## config.mk

```make
export PLATFORM = sky130hd
export DESIGN_NAME = sc_irq_mask
export DESIGN_NICKNAME = d
export VERILOG_FILES = /design/src/rtl/sc_mask_pkg.sv /design/src/rtl/sc_mask_reg.sv /design/src/rtl/sc_mask_gate.sv /design/src/rtl/sc_irq_mask.sv
export SDC_FILE = /design/constraint.sdc
export NUM_CORES = 1
export LEC_CHECK = 0
export BUFFER_PORTS_ARGS = -buffer_cell sky130_fd_sc_hd__buf_2
export CORE_MARGIN = 8
export CORE_UTILIZATION = 25
export CTS_BUF_LIST = sky130_fd_sc_hd__clkbuf_16
export DETAILED_ROUTE_END_ITERATION = 8
export GPL_ROUTABILITY_DRIVEN = 0
export GPL_TIMING_DRIVEN = 0
export PLACE_DENSITY = 0.84
export REMOVE_ABC_BUFFERS = 1
export SLEW_MARGIN = 15
export SYNTH_ARGS = -nofsm -noshare
export SYNTH_HDL_FRONTEND = slang
export SYNTH_SLANG_ARGS = --single-unit
```

## constraint.sdc

```tcl
create_clock -name clk -period 1.37 [get_ports clk]
set_clock_uncertainty 0.05 [all_clocks]
set_input_delay 0.2055 -clock clk [delete_from_list [all_inputs] [get_ports clk]]
set_output_delay 0.2055 -clock clk [all_outputs]
set_load 0.01 [all_outputs]
```

## src/rtl/sc_mask_pkg.sv

```systemverilog
package sc_mask_pkg;

    localparam int MASK_W = 4;

    // Field order matches bit positions 3..0 of the register.
    typedef struct packed {
        logic       pwr;   // bit 3
        logic [1:0] cd;    // bits 2:1, only 2'b11 enables
        logic       sts;   // bit 0
    } mask_t;

    localparam logic [1:0] CD_ON = 2'b11;

endpackage

```

## src/rtl/sc_mask_reg.sv

```systemverilog
module sc_mask_reg
    import sc_mask_pkg::*;
(
    input  logic  clk,
    input  logic  grst_n,
    input  logic  prst_n,
    input  logic  pm_en,
    input  logic  wr_hit,
    input  mask_t wbits,
    output mask_t mask
);

    logic plat_clr;
    assign plat_clr = !prst_n && !pm_en;

    always_ff @(posedge clk or negedge grst_n) begin
        if (!grst_n)
            mask <= '0;
        else if (plat_clr)
            mask <= '0;
        else if (wr_hit)
            mask <= wbits;
    end

    // with power management on, platform reset keeps the enables.
    a_r8_sticky: assert property (@(posedge clk) disable iff (!grst_n)
        (!prst_n && pm_en && !wr_hit) |=> $stable(mask));

    // without power management, platform reset clears them.
    a_r8_clear: assert property (@(posedge clk) disable iff (!grst_n)
        (!prst_n && !pm_en) |=> (mask == '0));

    // an accepted write shows up on the next edge.
    a_r3_write: assert property (@(posedge clk) disable iff (!grst_n)
        (wr_hit && !(!prst_n && !pm_en)) |=> (mask == $past(wbits)));

    // global reset holds the enables at zero.
    always @(posedge clk) begin
        if (!grst_n)
            a_r9_grst_clear: assert (mask == '0);
    end

endmodule

```

## src/rtl/sc_mask_gate.sv

```systemverilog
module sc_mask_gate
    import sc_mask_pkg::*;
(
    input  logic       clk,
    input  logic       grst_n,
    input  logic       prst_n,
    input  mask_t      mask,
    input  logic       evt_pwr,
    input  logic [1:0] evt_cd,
    input  logic       evt_sts,
    output logic       irq
);

    logic hit_pwr, hit_cd, hit_sts, irq_next;

    always_comb begin
        hit_pwr  = evt_pwr && mask.pwr;
        hit_cd   = (|evt_cd) && (mask.cd == CD_ON);
        hit_sts  = evt_sts && mask.sts;
        irq_next = hit_pwr || hit_cd || hit_sts;
    end

    always_ff @(posedge clk or negedge grst_n) begin
        if (!grst_n)
            irq <= 1'b0;
        else if (!prst_n)
            irq <= 1'b0;
        else
            irq <= irq_next;
    end

    a_r4_pwr_raises: assert property (@(posedge clk) disable iff (!grst_n)
        (prst_n && mask.pwr && evt_pwr) |=> irq);

    a_r6_sts_raises: assert property (@(posedge clk) disable iff (!grst_n)
        (prst_n && mask.sts && evt_sts) |=> irq);

    // a non-11 card-detect field alone never raises the interrupt.
    a_r5_cd_blocked: assert property (@(posedge clk) disable iff (!grst_n)
        ((mask.cd != CD_ON) && !(evt_pwr && mask.pwr) && !(evt_sts && mask.sts)) |=> !irq);

    a_r7_irq_cause: assert property (@(posedge clk) disable iff (!grst_n)
        irq |-> $past((evt_pwr && mask.pwr) || ((|evt_cd) && mask.cd[1] && mask.cd[0]) ||
                      (evt_sts && mask.sts)));

endmodule

```

## src/rtl/sc_irq_mask.sv

```systemverilog
module sc_irq_mask
    import sc_mask_pkg::*;
#(
    parameter int              DATA_W   = 32,
    parameter int              ADDR_W   = 8,
    parameter logic [ADDR_W-1:0] MASK_OFS = 8'h04
) (
    input  logic                  clk,
    input  logic                  grst_n,
    input  logic                  prst_n,
    input  logic                  pm_en,
    input  logic                  wr_en,
    input  logic [ADDR_W-1:0]     addr,
    input  logic [DATA_W/8-1:0]   be,
    input  logic [DATA_W-1:0]     wdata,
    output logic [DATA_W-1:0]     rdata,
    input  logic                  evt_pwr,
    input  logic [1:0]            evt_cd,
    input  logic                  evt_sts,
    output logic                  irq
);

    localparam int RSVD_W = DATA_W - MASK_W;

    logic  sel, wr_hit;
    mask_t wbits, mask;
    logic  unused_rsvd;

    assign sel         = (addr == MASK_OFS);
    assign wr_hit      = wr_en && sel && be[0];
    assign wbits       = mask_t'(wdata[MASK_W-1:0]);
    assign unused_rsvd = ^{wdata[DATA_W-1:MASK_W], be[DATA_W/8-1:1]};

    sc_mask_reg u_reg (
        .clk    (clk),
        .grst_n (grst_n),
        .prst_n (prst_n),
        .pm_en  (pm_en),
        .wr_hit (wr_hit),
        .wbits  (wbits),
        .mask   (mask)
    );

    sc_mask_gate u_gate (
        .clk     (clk),
        .grst_n  (grst_n),
        .prst_n  (prst_n),
        .mask    (mask),
        .evt_pwr (evt_pwr),
        .evt_cd  (evt_cd),
        .evt_sts (evt_sts),
        .irq     (irq)
    );

    always_comb begin
        rdata = '0;
        if (sel)
            rdata = {{RSVD_W{1'b0}}, mask};
    end

    a_r2_rsvd_zero: assert property (@(posedge clk) disable iff (!grst_n)
        rdata[DATA_W-1:MASK_W] == '0);

    a_r3_other_addr_zero: assert property (@(posedge clk) disable iff (!grst_n)
        !sel |-> (rdata == '0));

endmodule

```

==> flow_metrics.py, run 1 <==
metrics = {
    "synthesis": {
        "synth_edf_count": 0,
        "synth_cells": 61,
        "synth.top_cells.by_count": "buf_4, dfrtp_1, nand2_1",
        "synth_top_area_share_pct": 39.9,
        "syn_area_sq_um": 527,
        "synth_top_area_cell": "buf_4",
        "synth_cell_types": 17,
        "synth.avg_cell_area_sq_um": 8.64,
        "ys_ff_latch": 5,
        "yosysWarnings": 0,
        "postSynth.asyncResetShare_pct": 100,
        "ys_seq_area_share_pct": 23.8,
        "ys_top_cells_by_area": "buf_4, dfrtp_1, o311ai_1",
        "synth_ff_type": "dfrtp_1",
        "synth_most_common_cell": "buf_4",
    },
    "power_and_ir_drop": {
        "p_sw_w": 0.000169,
        "p_clk_share_pct": 65.6,
        "power.internal_w": 0.000561,
        "ir_drop_mv": 0.361,
        "p_sw_share_pct": 23.1,
        "seqPwrFrac_pct": 20.4,
        "p_leak_nw": 0.392,
        "power_density_nw_per_um2": 966,
        "power_frac_comb_pct": 14.0,
    },
    "clock_tree": {
        "numCtsBuffers": 3,
        "clockBufferDepth": 2,
        "clock_sinks": 5,
        "ctsHtreeMaxLevel": 1,
        "cts_tree": "yes",
        "clk_pin_slew_ns": 0.03,
        "cts-root-buf": "clkbuf_16",
        "clk_latency_ns": 0.23,
    },
    "layout": {
        "seq_area_sq_um": 125,
        "fillers": 199,
        "area_growth_pct": 43.5,
        "multi_input_area_sq_um": 332,
        "stdcell_count": 117,
        "fin_nets": 144,
        "drive_above_1_share_pct": 46.7,
        "fin_area_sq_um": 756,
        "n_antenna_cell": 0,
    },
    "setup_path": {
        "crit_chain": "buf_6, or4b_4, nor2_4, and2_1, buf_2",
        "worstSetupPathType": "in2out",
        "max_stage_delay_ns": 0.55,
        "endpoint_kind": "output pin",
        "start_kind": "input port",
        "r2r_setup_slack_ns": 0.49,
        "cp_data_required_time_ns": 1.11,
        "reg2reg_depth": 2,
        "worstReg2RegEnd": "u_gate.irq",
        "crit_arrival_ns": 1.25,
        "worst_path_max_delay_cell": "or4b_4",
        "path_max_fanout": 4,
        "r2r_start": "u_reg.mask[0]",
    },
    "global_routing": {
        "grt_pass1_vias": 546,
        "overflow": 0,
        "grt_use_total_pct": 8.16,
        "grt_max_degree": 9,
        "grt_antenna_before_repair": 0,
        "grt_pass1_wl_mm": 2.24,
    },
    "sta": {
        "fmax_ghz": 0.665,
        "drv_slew": 0,
        "rsz0062_at_grt": "true",
        "fin_crit_ns": 1.50,
        "finalCritPeriodShare_pct": 110,
        "postLayoutSetupSlackWorst_ns": -0.133,
        "finalSetupViolations": 8,
        "hold_viol": 0,
    },
    "placed_design": {
        "postPlaceCellArea_sq_um": 562,
        "dp.cells": 110,
        "port_buffers": 26,
    },
    "die": {
        "die-area_sq_um": 3830,
        "pin_count": 86,
        "dieHeight_microns": 61.9,
        "die_width_microns": 61.9,
        "start_util_pct": 26.6,
        "fp-row-count": 16,
        "coreArea_sq_um": 1980,
    },
    "run": {
        "cap_viol_max_count": 0,
    },
    "drt": {
        "drc": 0,
        "wire_per_inst_microns": 13.6,
        "via_per_inst": 4.09,
        "vias": 478,
        "first_pass_iters": 4,
        "drt_wl_total_mm": 1.59,
        "first_iter_violations": 1,
        "ant_nets": 0,
    },
    "run_status": {
        "failed_checks": "negative setup slack",
        "outcome": "complete, but fails checks",
    },
    "worst_hold_path": {
        "worstHoldPathCells": 3,
        "hp-start": "wdata[2]",
        "worstHoldEndpoint": "u_reg.mask[2]",
        "hold_path_class": "in2reg",
    },
}
==> critical path: cells and delay by family <==
| family | cells | cell delay (ns) |
|---|---|---|
| buffers and inverters | 2 | 0.22 |
| AND/OR/NAND/NOR | 3 | 0.83 |
==> kinds of logic after synthesis <==
family / count (synthesis) / share of synthesized area, %
compound gates: 11 / 17.6
buf+inv: 31 / 43.7
flops: 5 / 23.8
other cells: 1 / 0.712
simple gates: 13 / 14.3
==> cells in the final DEF, fill, tap and decap left out <==
cell            n
a21boi_0        1
o41ai_2         1
o211ai_1        1
dlygate4sd3_1   1
o311ai_1        1
nor2_4          1
conb_1         28
dfrtp_1         5
buf_4           2
and2_1          1
o311ai_2        2
inv_1           1
buf_2          21
or4_4           1
o311ai_4        1
buf_6           5
or2_2           1
clkbuf_16       3
a22oi_1         1
and2_4          3
nand2_1         5
o41ai_1         3
or4b_4          1
==> stage by stage <==
stage	total power (W)	utilization, %	setup slack, ns	TNS (ns)	hold slack [ns]
floorplan	0.000198	-	-0.0975	-0.623	-0.140
global placement	0.000230	28.3	-0.383	-2.38	-0.0295
detailed placement	0.000233	28.3	-0.404	-2.62	-0.0181
CTS	0.000725	36.0	-0.136	-0.646	0.169
global route	0.000759	38.1	-0.162	-0.919	0.176
finish	0.000730	38.1	-0.133	-0.669	0.167
==> power by group through the flow <==
stage | combinational, W | sequential [W] | clock [W]
after floorplan | 0.0000476 | 0.000151 | 0
after global placement | 0.0000797 | 0.000151 | 0
after detailed placement | 0.0000821 | 0.000151 | 0
after CTS | 0.0000941 | 0.000149 | 0.000481
after global routing | 0.000114 | 0.000149 | 0.000496
final | 0.000102 | 0.000149 | 0.000479
==> sequential cells by signal (all words and copies together) (netlist names) <==
signal,count
u_reg.mask,4
u_gate.irq,1
==> how the worst max path moves through the flow <==
stage	start	endpoint	slack [ns]	cells past startpoint
2_1_floorplan	addr[5]	rdata[0]	-0.1	3
3_3_place_gp	addr[5]	rdata[1]	-0.38	5
3_5_place_dp	addr[5]	rdata[1]	-0.40	5
4_1_cts	addr[6]	rdata[2]	-0.14	5
5_1_grt	addr[3]	rdata[2]	-0.16	5
6_report	addr[3]	rdata[0]	-0.13	5
==> cell type report <==
class	count	area share (%)
flip-flops and latches	5	16.6
clock inverters	1	0.497
multi-input cells	52	43.9
clock buffers	3	9.93
well taps	27	4.47
repair buffers	29	24.7
==> repair_timing <==
item                                    CTS  global route
hold buffers                              1             0
hold endpoints to repair                  5             0
endpoints found under the setup margin    8             8
resized for setup                         9             7
setup buffers                             2             0
pin swaps                                 6             3
==> layer usage <==
metal,track usage (%),share of wire (%),up-vias
li1,-,-,214
met1,7.02,34,217
met2,14.5,50,43
met3,3.29,14,4
met4,6.82,2.5,0
met5,0,0,-
(Power assumes the default switching activity.)
==> run 2, diff against run 1 <==
CORE_MARGIN = default   (was 8)
==> run 2 against run 1 <==
The flow still finishes with violations (negative setup slack). Largest cell class unchanged. Sequential power about the same. Register-to-register slack improved by 0.02 ns. Hold slack got worse by 0.0013 ns. Die area decreased by 40%.
==> flow_metrics.py, run 2 (synthesized netlist as in run 1, its figures left out) <==
metrics = {
    "sta": {
        "tns_ns": -0.896,
        "hold_viol": 0,
        "rsz0062_at_grt": "true",
        "fin_crit_ns": 1.51,
        "finalSetupViolations": 8,
        "postLayoutSetupSlackWorst_ns": -0.142,
        "finalCritPeriodShare_pct": 110,
        "drv_slew": 0,
        "fmax_ghz": 0.661,
        "holdWs_ns": 0.165,
    },
    "clock_tree": {
        "clockBufferDepth": 2,
        "clock_sinks": 5,
        "clk_latency_ns": 0.23,
        "cts_tree": "yes",
        "numCtsBuffers": 3,
        "clk_pin_slew_ns": 0.03,
        "cts-root-buf": "clkbuf_16",
        "ctsHtreeMaxLevel": 1,
    },
    "die": {
        "fp-row-count": 16,
        "dieHeight_microns": 47.9,
        "pin_count": 86,
        "start_util_pct": 26.8,
        "die_width_microns": 47.9,
        "die-area_sq_um": 2290,
        "coreArea_sq_um": 1960,
    },
    "setup_path": {
        "crit_arrival_ns": 1.56,
        "path_max_fanout": 8,
        "crit_cells": 6,
        "cp_data_required_time_ns": 1.42,
        "max_stage_delay_ns": 0.56,
        "start_kind": "input port",
        "worst_path_max_delay_cell": "or4_4",
        "reg2reg_depth": 2,
        "cp_num_buf_inv": 3,
        "worstSetupPathType": "in2reg",
        "endpoint_kind": "flop",
        "crit_chain": "buf_6, or4_4, buf_4, buf_8, o311ai_4, o41ai_2",
        "path_delay_family": "simple AND/OR/NAND/NOR gates",
    },
    "layout": {
        "largest_reg_flops": 4,
        "drive_above_1_share_pct": 45.1,
        "final_util_pct": 38.7,
        "multi_input_area_sq_um": 332,
        "fin_nets": 145,
        "largest-register": "u_reg.mask",
        "largest_registers": "u_reg.mask x4, u_gate.irq x1",
        "final_common_cell": "conb_1",
        "n_antenna_cell": 0,
        "fillers": 211,
        "area_growth_pct": 44.2,
        "final_cell_mix": "conb_1, buf_2, nand2_1, dfrtp_1, and2_1",
        "seq_area_sq_um": 125,
    },
    "global_routing": {
        "grt_max_degree": 9,
        "overflow": 0,
        "grt_use_total_pct": 10.5,
        "grt_antenna_before_repair": 0,
        "grt_pass1_wl_mm": 1.56,
        "grt_pass1_vias": 387,
    },
    "drt": {
        "via_per_inst": 3.97,
        "vias": 469,
        "wire_per_inst_microns": 9.95,
        "drt_wl_total_mm": 1.17,
        "first_iter_violations": 1,
        "ant_nets": 0,
        "drc": 0,
        "first_pass_iters": 2,
    },
    "placed_design": {
        "dp_hpwl_microns": 810,
        "dp_slack_ns": -0.370,
        "port_buffers": 26,
    },
    "worst_hold_path": {
        "hold_path_class": "in2reg",
        "worstHoldPathCells": 3,
    },
    "power_and_ir_drop": {
        "p_leak_nw": 0.397,
        "ir_drop_mv": 0.336,
        "power_density_nw_per_um2": 965,
        "fin_total_pwr_w": 0.000733,
    },
    "run_status": {
        "failed_checks": "negative setup slack",
        "outcome": "complete, but fails checks",
    },
    "run": {
        "cap_viol_max_count": 0,
    },
}
run 2: area by class of cell:
class	instances	share of cell area, %
multi-input cells	52	43.7
repair buffers	30	25.0
flip-flops and latches	5	16.5
clock buffers	3	9.88
well taps	27	4.45
clock inverters	1	0.494
run 2: routing by layer:
| metal | vias up | share of wire, % | GRT usage (%) |
|---|---|---|---|
| met4 | 0 | 3.8 | 10.0 |
| met3 | 5 | 10 | 2.26 |
| met1 | 205 | 34 | 10.1 |
| met2 | 43 | 51 | 18.1 |
| li1 | 216 | - | - |
| met5 | - | 0 | 0 |
run 2: power by group:
part           switching, W  internal [W]  leakage, nW  total, W
Sequential      0.000000247      0.000149       0.0699  0.000149
Clock              0.000102      0.000378       0.0423  0.000480
Combinational     0.0000664     0.0000371        0.285  0.000103
Total              0.000168      0.000564        0.397  0.000733
run 2: stage by stage:
step,std cells,instance area [sq um]
global route,118,759
CTS,117,706
finish,118,759
detailed placement,110,562
global placement,110,562
floorplan,57,398
run 2: final timing paths:
check / slack [ns] / end / startpoint
max: -0.14 / u_reg.mask[3] / addr[6]
min: 0.17 / u_reg.mask[1] / wdata[1]
max reg2reg: 0.51 / u_gate.irq / u_reg.mask[3]
min reg2reg: 0.52 / u_reg.mask[1] / u_reg.mask[1]
max in group asynchronous: 0.86 / u_reg.mask[1] / grst_n
min in group asynchronous: 0.28 / u_gate.irq / grst_n
run 2: worst reg2reg max path: cells and delay by family, from the launching register on:
kind            cells  cell delay [ns]
compound gates      2             0.27
flops               1             0.41
run 2: timing repair:
action                                  in CTS  in global routing
pin swaps                                    7                  1
endpoints found under the setup margin       8                  8
gates resized for setup                      7                  8
setup buffers                                2                  1
hold buffers                                 1                  0
hold endpoints to repair                     5                  0
